[config.mk]
export PLATFORM = sky130hd
export DESIGN_NAME = dspc_core
export DESIGN_NICKNAME = d
export VERILOG_FILES = /design/src/rtl/dspc_pkg.sv /design/src/rtl/dspc_regfile.sv /design/src/rtl/dspc_exec1.sv /design/src/rtl/dspc_exec2.sv /design/src/rtl/dspc_core.sv
export SDC_FILE = /design/constraint.sdc
export NUM_CORES = 2
export LEC_CHECK = 0
export ABC_AREA = 1
export BUFFER_PORTS_ARGS = -buffer_cell sky130_fd_sc_hd__buf_2
export CORE_AREA = 2 2 372 374
export DETAILED_ROUTE_END_ITERATION = 12
export DIE_AREA = 0 0 374 376
export PLACE_DENSITY = 0.65
export REMOVE_ABC_BUFFERS = 1
export SLEW_MARGIN = 20
export SYNTH_ARGS = -nofsm -noshare
export SYNTH_HDL_FRONTEND = slang
export SYNTH_HIERARCHICAL = 1
export SYNTH_SLANG_ARGS = --single-unit
[constraint.sdc]
create_clock -name clk -period 11.1 [get_ports clk]
set_input_delay 0.555 -clock clk [delete_from_list [all_inputs] [get_ports clk]]
set_output_delay 0.555 -clock clk [all_outputs]
set_load 0.02 [all_outputs]
[src/rtl/dspc_pkg.sv]
package dspc_pkg;
    localparam int DW   = 32;
    localparam int HW   = 16;
    localparam int NREG = 16;
    localparam int AW   = $clog2(NREG);
    localparam int NRD  = 3;

    typedef enum logic [3:0] {
        OP_NOP      = 4'd0,
        OP_WR_REG   = 4'd1,
        OP_RD_REG   = 4'd2,
        OP_WR_FLAG  = 4'd3,
        OP_RD_FLAG  = 4'd4,
        OP_SAT16    = 4'd5,
        OP_ADD16    = 4'd6,
        OP_SUB16    = 4'd7,
        OP_ADD32    = 4'd8,
        OP_SUB32    = 4'd9,
        OP_MUL16    = 4'd10,
        OP_MUL32    = 4'd11,
        OP_MAC      = 4'd12,
        OP_MSU      = 4'd13,
        OP_CLR_FLAG = 4'd14,
        OP_SET_FLAG = 4'd15
    } op_e;

    // operands captured at the end of the read stage
    typedef struct packed {
        logic            valid;
        op_e             op;
        logic [AW-1:0]   dst;
        logic [AW-1:0]   src_a;
        logic [AW-1:0]   src_b;
        logic [DW-1:0]   a;
        logic [DW-1:0]   b;
        logic [DW-1:0]   c;
    } x1_t;

    // forwarded operands plus raw product, entering the final stage
    typedef struct packed {
        logic            valid;
        op_e             op;
        logic [AW-1:0]   dst;
        logic [DW-1:0]   a;
        logic [DW-1:0]   b;
        logic [DW-1:0]   c;
        logic [DW-1:0]   prod;
    } x2_t;

    typedef struct packed {
        logic [DW-1:0] val;
        logic          ovf;
    } sat_t;

    localparam logic signed [DW:0] HALF_MAX = $signed({{(DW-HW+2){1'b0}}, {(HW-1){1'b1}}});
    localparam logic signed [DW:0] HALF_MIN = ~HALF_MAX;
    localparam logic signed [DW:0] FULL_MAX = $signed({2'b00, {(DW-1){1'b1}}});
    localparam logic signed [DW:0] FULL_MIN = ~FULL_MAX;
    localparam logic [DW-1:0]      PROD_EDGE = {2'b01, {(DW-2){1'b0}}};

    function automatic logic signed [DW:0] ext_half(logic [HW-1:0] v);
        return $signed({{(DW-HW+1){v[HW-1]}}, v});
    endfunction

    function automatic logic signed [DW:0] ext_full(logic [DW-1:0] v);
        return $signed({v[DW-1], v});
    endfunction

    function automatic sat_t clamp_half(logic signed [DW:0] v);
        sat_t r;
        if (v > HALF_MAX)      r = '{val: HALF_MAX[DW-1:0], ovf: 1'b1};
        else if (v < HALF_MIN) r = '{val: HALF_MIN[DW-1:0], ovf: 1'b1};
        else                   r = '{val: v[DW-1:0], ovf: 1'b0};
        return r;
    endfunction

    function automatic sat_t clamp_full(logic signed [DW:0] v);
        sat_t r;
        if (v > FULL_MAX)      r = '{val: FULL_MAX[DW-1:0], ovf: 1'b1};
        else if (v < FULL_MIN) r = '{val: FULL_MIN[DW-1:0], ovf: 1'b1};
        else                   r = '{val: v[DW-1:0], ovf: 1'b0};
        return r;
    endfunction

    function automatic logic uses_host(op_e op);
        return (op == OP_WR_REG) || (op == OP_WR_FLAG);
    endfunction
endpackage

[src/rtl/dspc_regfile.sv]
module dspc_regfile #(
    parameter int DW   = 32,
    parameter int NREG = 16,
    parameter int NRD  = 3,
    parameter int AW   = $clog2(NREG)
) (
    input  logic                    clk,
    input  logic                    rst,
    input  logic                    we,
    input  logic [AW-1:0]           waddr,
    input  logic [DW-1:0]           wdata,
    input  logic [NRD-1:0][AW-1:0]  raddr,
    output logic [NRD-1:0][DW-1:0]  rdata
);
    logic [DW-1:0] mem_q [NREG];

    always_ff @(posedge clk) begin
        if (rst) begin
            for (int i = 0; i < NREG; i++) mem_q[i] <= '0;
        end else if (we) begin
            mem_q[waddr] <= wdata;
        end
    end

    // each read port sees a write landing on the same edge
    for (genvar p = 0; p < NRD; p++) begin : g_rd
        assign rdata[p] = (we && (waddr == raddr[p])) ? wdata : mem_q[raddr[p]];
    end
endmodule

[src/rtl/dspc_exec1.sv]
module dspc_exec1
    import dspc_pkg::*;
(
    input  x1_t            x1,
    input  logic           fwd_en,
    input  logic [AW-1:0]  fwd_dst,
    input  logic [DW-1:0]  fwd_data,
    output x2_t            x2
);
    logic [DW-1:0]        a_fix, b_fix, c_fix;
    logic signed [HW-1:0] a_h, b_h;
    logic signed [DW-1:0] prod;
    logic                 rf_src;

    always_comb begin
        // the command one stage ahead writes late: pick up its result here
        rf_src = !uses_host(x1.op);
        a_fix  = (rf_src && fwd_en && fwd_dst == x1.src_a) ? fwd_data : x1.a;
        b_fix  = (fwd_en && fwd_dst == x1.src_b) ? fwd_data : x1.b;
        c_fix  = (fwd_en && fwd_dst == x1.dst)   ? fwd_data : x1.c;
        a_h    = $signed(a_fix[HW-1:0]);
        b_h    = $signed(b_fix[HW-1:0]);
        prod   = a_h * b_h;
        x2     = '{valid: x1.valid, op: x1.op, dst: x1.dst,
                   a: a_fix, b: b_fix, c: c_fix, prod: prod};
    end
endmodule

[src/rtl/dspc_exec2.sv]
module dspc_exec2
    import dspc_pkg::*;
(
    input  x2_t            x2,
    input  logic           ovf_q,
    output logic           wb_en,
    output logic [DW-1:0]  wb_data,
    output logic           rd_en,
    output logic [DW-1:0]  rd_data,
    output logic           ovf_d
);
    logic [DW-1:0]        dbl_val;
    logic                 dbl_ovf;
    logic signed [DW-1:0] shr_prod;
    sat_t                 sr;
    logic                 hit;

    always_comb begin
        dbl_ovf  = (x2.prod == PROD_EDGE);
        dbl_val  = dbl_ovf ? FULL_MAX[DW-1:0] : (x2.prod << 1);
        shr_prod = $signed(x2.prod) >>> (HW-1);
        wb_en    = 1'b0;
        wb_data  = x2.a;
        rd_en    = 1'b0;
        rd_data  = '0;
        sr       = '{val: '0, ovf: 1'b0};
        hit      = 1'b0;
        ovf_d    = ovf_q;
        unique case (x2.op)
            OP_WR_REG:   wb_en = 1'b1;
            OP_RD_REG:   begin rd_en = 1'b1; rd_data = x2.a; end
            OP_WR_FLAG:  ovf_d = x2.a[0];
            OP_RD_FLAG:  begin rd_en = 1'b1; rd_data = {{(DW-1){1'b0}}, ovf_q}; end
            OP_SAT16:    sr = clamp_half(ext_full(x2.a));
            OP_ADD16:    sr = clamp_half(ext_half(x2.a[HW-1:0]) + ext_half(x2.b[HW-1:0]));
            OP_SUB16:    sr = clamp_half(ext_half(x2.a[HW-1:0]) - ext_half(x2.b[HW-1:0]));
            OP_ADD32:    sr = clamp_full(ext_full(x2.a) + ext_full(x2.b));
            OP_SUB32:    sr = clamp_full(ext_full(x2.a) - ext_full(x2.b));
            OP_MUL16:    sr = clamp_half(ext_full(shr_prod));
            OP_MUL32:    sr = '{val: dbl_val, ovf: dbl_ovf};
            OP_MAC:      begin
                             sr = clamp_full(ext_full(x2.c) + ext_full(dbl_val));
                             hit = dbl_ovf;
                         end
            OP_MSU:      begin
                             sr = clamp_full(ext_full(x2.c) - ext_full(dbl_val));
                             hit = dbl_ovf;
                         end
            OP_CLR_FLAG: ovf_d = 1'b0;
            OP_SET_FLAG: ovf_d = 1'b1;
            default:     ;
        endcase
        if (x2.op inside {OP_SAT16, OP_ADD16, OP_SUB16, OP_ADD32, OP_SUB32,
                          OP_MUL16, OP_MUL32, OP_MAC, OP_MSU}) begin
            wb_en   = 1'b1;
            wb_data = sr.val;
            ovf_d   = ovf_q | sr.ovf | hit;
        end
        if (!x2.valid) begin
            wb_en = 1'b0;
            rd_en = 1'b0;
            ovf_d = ovf_q;
        end
    end
endmodule

[src/rtl/dspc_core.sv]
module dspc_core
    import dspc_pkg::*;
(
    input  logic           clk,
    input  logic           rst,
    input  logic           cmd_valid,
    input  logic [3:0]     cmd_op,
    input  logic [AW-1:0]  cmd_dst,
    input  logic [AW-1:0]  cmd_src_a,
    input  logic [AW-1:0]  cmd_src_b,
    input  logic [DW-1:0]  host_data,
    output logic           res_valid,
    output logic [DW-1:0]  res_data
);
    x1_t                   x1_d, x1_q;
    x2_t                   x2_d, x2_q;
    logic                  ovf_q, ovf_d;
    logic                  wb_en, rd_en;
    logic [DW-1:0]         wb_data, rd_data;
    logic [NRD-1:0][AW-1:0] raddr;
    logic [NRD-1:0][DW-1:0] rdata;
    logic                  res_valid_q;
    logic [DW-1:0]         res_data_q;
    logic                  x2_vld;
    op_e                   x2_op;
    op_e                   op_in;

    assign raddr = {cmd_dst, cmd_src_b, cmd_src_a};

    dspc_regfile #(.DW(DW), .NREG(NREG), .NRD(NRD), .AW(AW)) rf_i (
        .clk   (clk),
        .rst   (rst),
        .we    (wb_en),
        .waddr (x2_q.dst),
        .wdata (wb_data),
        .raddr (raddr),
        .rdata (rdata)
    );

    always_comb begin
        op_in = cmd_valid ? op_e'(cmd_op) : OP_NOP;
        x1_d  = '{valid: cmd_valid, op: op_in, dst: cmd_dst,
                  src_a: cmd_src_a, src_b: cmd_src_b,
                  a: uses_host(op_in) ? host_data : rdata[0],
                  b: rdata[1], c: rdata[2]};
    end

    dspc_exec1 ex1_i (
        .x1       (x1_q),
        .fwd_en   (wb_en),
        .fwd_dst  (x2_q.dst),
        .fwd_data (wb_data),
        .x2       (x2_d)
    );

    dspc_exec2 ex2_i (
        .x2      (x2_q),
        .ovf_q   (ovf_q),
        .wb_en   (wb_en),
        .wb_data (wb_data),
        .rd_en   (rd_en),
        .rd_data (rd_data),
        .ovf_d   (ovf_d)
    );

    always_ff @(posedge clk) begin
        if (rst) begin
            x1_q        <= '0;
            x2_q        <= '0;
            ovf_q       <= 1'b0;
            res_valid_q <= 1'b0;
            res_data_q  <= '0;
        end else begin
            x1_q        <= x1_d;
            x2_q        <= x2_d;
            ovf_q       <= ovf_d;
            res_valid_q <= rd_en;
            res_data_q  <= rd_en ? rd_data : '0;
        end
    end

    assign res_valid = res_valid_q;
    assign res_data  = res_data_q;
    assign x2_vld    = x2_q.valid;
    assign x2_op     = x2_q.op;
endmodule

==> summary.json <==
{
  "clock_tree.root_cell": "sky130_fd_sc_hd__clkbuf_16",
  "grt_first_pass_wirelength_um": 432000,
  "clock.fmax_mhz": 93.8,
  "required_ns": 11.68,
  "worst_path_max_delay_cell": "sky130_fd_sc_hd__dfxtp_1",
  "p_sw_w": 0.00420,
  "ff2ff_path_depth": 48,
  "final.setup.tns_ns": 0,
  "worst_hold_startpoint": "host_data[15]",
  "gate_count_of_the_mapped_netlist": 10277,
  "cts-root-to-sink-buffers": 3,
  "cts_inserted_buffers": 95,
  "cts_tree": "done",
  "hpwlAfterDp_um": 200000,
  "postRouteAntennaNets": 0,
  "drc_errors": 0,
  "synth.area.mux_share_pct": 0,
  "final_critical_path_setup_slack_ns": 0.434,
  "synth_fa_ha_area_share_pct": 11.9,
  "ys_top_cells_by_area": "sky130_fd_sc_hd__edfxtp_1, sky130_fd_sc_hd__nand2_1, sky130_fd_sc_hd__nand3_1",
  "critPathLaunch": "x2_q[13]",
  "dr_total_vias": 71637,
  "ys_async_sr_fraction_pct": 0,
  "netlist.top_cell.by_area": "sky130_fd_sc_hd__edfxtp_1",
  "grt_max_degree": 154,
  "floorplan.die_area_um2": 141000,
  "irDropWorstVdd_uv": 126,
  "clock_skew_ns": 0.0634,
  "avgViaCountPerCell": 5.95,
  "critPathArrivalTime_ns": 11.25,
  "post_route_cells_drive_above_1_share_pct": 7.14,
  "wirelength_um": 297000,
  "worst_setup_hold_path_clk_slew_ns": 0.06,
  "worst_slew_margin_rel_pct": 15.0,
  "run_status": "finished clean",
  "initial_core_util_pct": 49.7,
  "setup.reg_to_reg.worst_slack_ns": 0.43,
  "finish.utilization_pct": 53.6,
  "internal_power_w": 0.00612,
  "power_per_unit_of_standard_cell_area_nw_per_um2": 141,
  "clock_latency_ns": 0.75,
  "synth.avg_cell_area_um2": 6.61,
  "io_pins": 84,
  "netlist_area_um2": 67900,
  "worst_slew_pin_slew_ns": 1.28,
  "nNetsFinal": 10702,
  "cts_hold_buf": 0,
  "cts.sink_count": 796,
  "htree_levels": 3,
  "hold_viol": 0,
  "yosys_register_bits": 796,
  "synth_simple_gate_area_share_pct": 38.6,
  "critical_path.max_stage_delay_ns": 0.56,
  "ys_types": 63,
  "synthesis_warning_total": 6,
  "whs_endpoint": "x1_q[79]",
  "sw_frac_of_total_pct": 40.7,
  "dominant_combinational_cell_family_by_area_after_synthesis": "simple AND/OR/NAND/NOR gates",
  "die_h_um": 376,
  "globalRouteOverflowTotal": 0,
  "timing.final.max_slew_violations": 0,
  "synthMostInstantiatedCell": "sky130_fd_sc_hd__nand2_1",
  "synth_ff_type": "sky130_fd_sc_hd__edfxtp_1",
  "clockPowerShare_pct": 29.4,
  "placement.io_buffers": 83,
  "synth_compound_gate_area_share_pct": 5.65,
  "worstSetupPathType": "register to register",
  "worst_hold_path.num_cells": 5,
  "grt_antenna_before_repair": 8,
  "yosys.area.top_type_share_pct": 22.6,
  "synth_edf_count": 512,
  "fp.coreArea_um2": 137000,
  "std_cell_rows": 136,
  "drtPass1Iterations": 9,
  "min_path_type": "primary input to register",
  "synth_common_cells": "sky130_fd_sc_hd__nand2_1, sky130_fd_sc_hd__nand3_1, sky130_fd_sc_hd__nor2_1",
  "timing.rr.end": "x2_q[30]",
  "leakagePower_nw": 34.6,
  "drv.max_cap_violation_count": 0,
  "worstSetupStartpointType": "register",
  "track_usage_pct": 40.9,
  "area_growth_pct": 7.80,
  "combinationalPowerShare_pct": 37.0,
  "period_needed_ns": 10.67,
  "worst-path-max-fanout": 12,
  "final-setup-viol-count": 0,
  "xor_xnor_portion_of_the_synthesized_cell_area_pct": 1.49,
  "seqPwrFrac_pct": 33.6,
  "pre_cts_slack_ns": 0.0587,
  "place_congestion": 1.07,
  "via_count_of_the_first_global_routing_pass": 68260,
  "dr.first_iter.drc_count": 10170,
  "min_period_over_period_pct": 96.1,
  "crit-reg2reg-launch": "x2_q[13]",
  "die_x_um": 374,
  "end_kind": "register",
  "wl_per_cell_um": 24.7,
  "sequential_element_share_of_the_synthesized_area_pct": 31.0
}
flip-flops by register name, summed over array words and instances (netlist names):
name,count
x2_op,4
x2_q,132
ovf_q,1
rf_i/mem_q,512
x1_q,113
res_data,32
x2_vld,1
res_valid,1
power groups by stage:
stage               clock network [W]  logic (W)  registers [W]
global route                  0.00318    0.00413        0.00347
detailed placement                  0    0.00366        0.00351
floorplan                           0    0.00220        0.00343
global placement                    0    0.00367        0.00351
CTS                           0.00306    0.00368        0.00345
finish                        0.00304    0.00382        0.00346
placed cells by master (no fill, tap or decap), drive strengths merged, types with 3 or more instances in the layout:
cell	n
nand2	3454
nand3	1371
nor2	1346
inv	1245
edfxtp	512
buf	394
o21ai	337
dfxtp	284
fa	266
a21oi	259
ha	218
clkbuf	131
nand4	115
xor2	102
nor3	39
clkinv	37
o21bai	24
nor4	19
xnor2	13
o22ai	8
a211oi	7
a2111oi	6
nand3b	6
and2	5
a31oi	5
a21boi	5
clkinvlp	4
a21o	4
a221oi	4
o2111ai	4
diode	3
o211ai	3
metrics by stage:
stage                     cell area, µm²  total power, W  hold WS [ns]  cells
after global routing               73200          0.0108         0.147  12038
after floorplan                    64800         0.00563         0.388   9671
final                              73200          0.0103         0.150  12039
after detailed placement           70100         0.00718         0.398  11859
after CTS                          73100          0.0102         0.125  12031
after global placement             70100         0.00718         0.395  11859
worst max path at each step:
stage               endpoint  slack, ns  depth (start not counted)
finish              x2_q[30]       0.43                         48
global placement    x2_q[30]       0.29                         46
CTS                 x2_q[30]       0.03                         47
detailed placement  x2_q[30]       0.06                         47
floorplan           x2_q[20]       0.39                         46
global route        x2_q[30]     -0.007                         53
layer usage:
metal / wire [µm] / track usage (%)
met1: 111000 / 52.3
met2: 127000 / 63.2
met3: 37100 / 9.18
met4: 21700 / 24.5
met5: 49 / 0
repair_timing:
| item | CTS | global route |
|---|---|---|
| endpoints found under the setup margin | 0 | 24 |
| setup buffers | 0 | 4 |
| endpoints found under the hold margin | 0 | 0 |
| gates resized for setup | 0 | 21 |
logic make-up after synthesis:
group           count (synthesis)
buf+inv                      1847
fa+ha+maj                     484
compound gates                676
simple gates                 6359
xor+xnor                      115
flops                         796
area by class of cell:
| class | count | area, µm² |
|---|---|---|
| fillers | 13816 | 63400 |
| multi-input cells | 7634 | 39300 |
| flip-flops and latches | 796 | 21100 |
| inverters | 1241 | 4700 |
| repair buffers | 399 | 2920 |
| clock buffers | 127 | 2580 |
| well taps | 1794 | 2240 |
| clock inverters | 45 | 367 |
| diodes | 3 | 7.51 |
critical path: cells and delay by family (launching register included):
family / cells / cell delay [ns]
simple gates: 25 / 4.04
fa+ha+maj: 8 / 3.97
buf+inv: 13 / 1.73
flops: 1 / 0.56
compound gates: 2 / 0.20
Power figures use the tool's default switching activity.
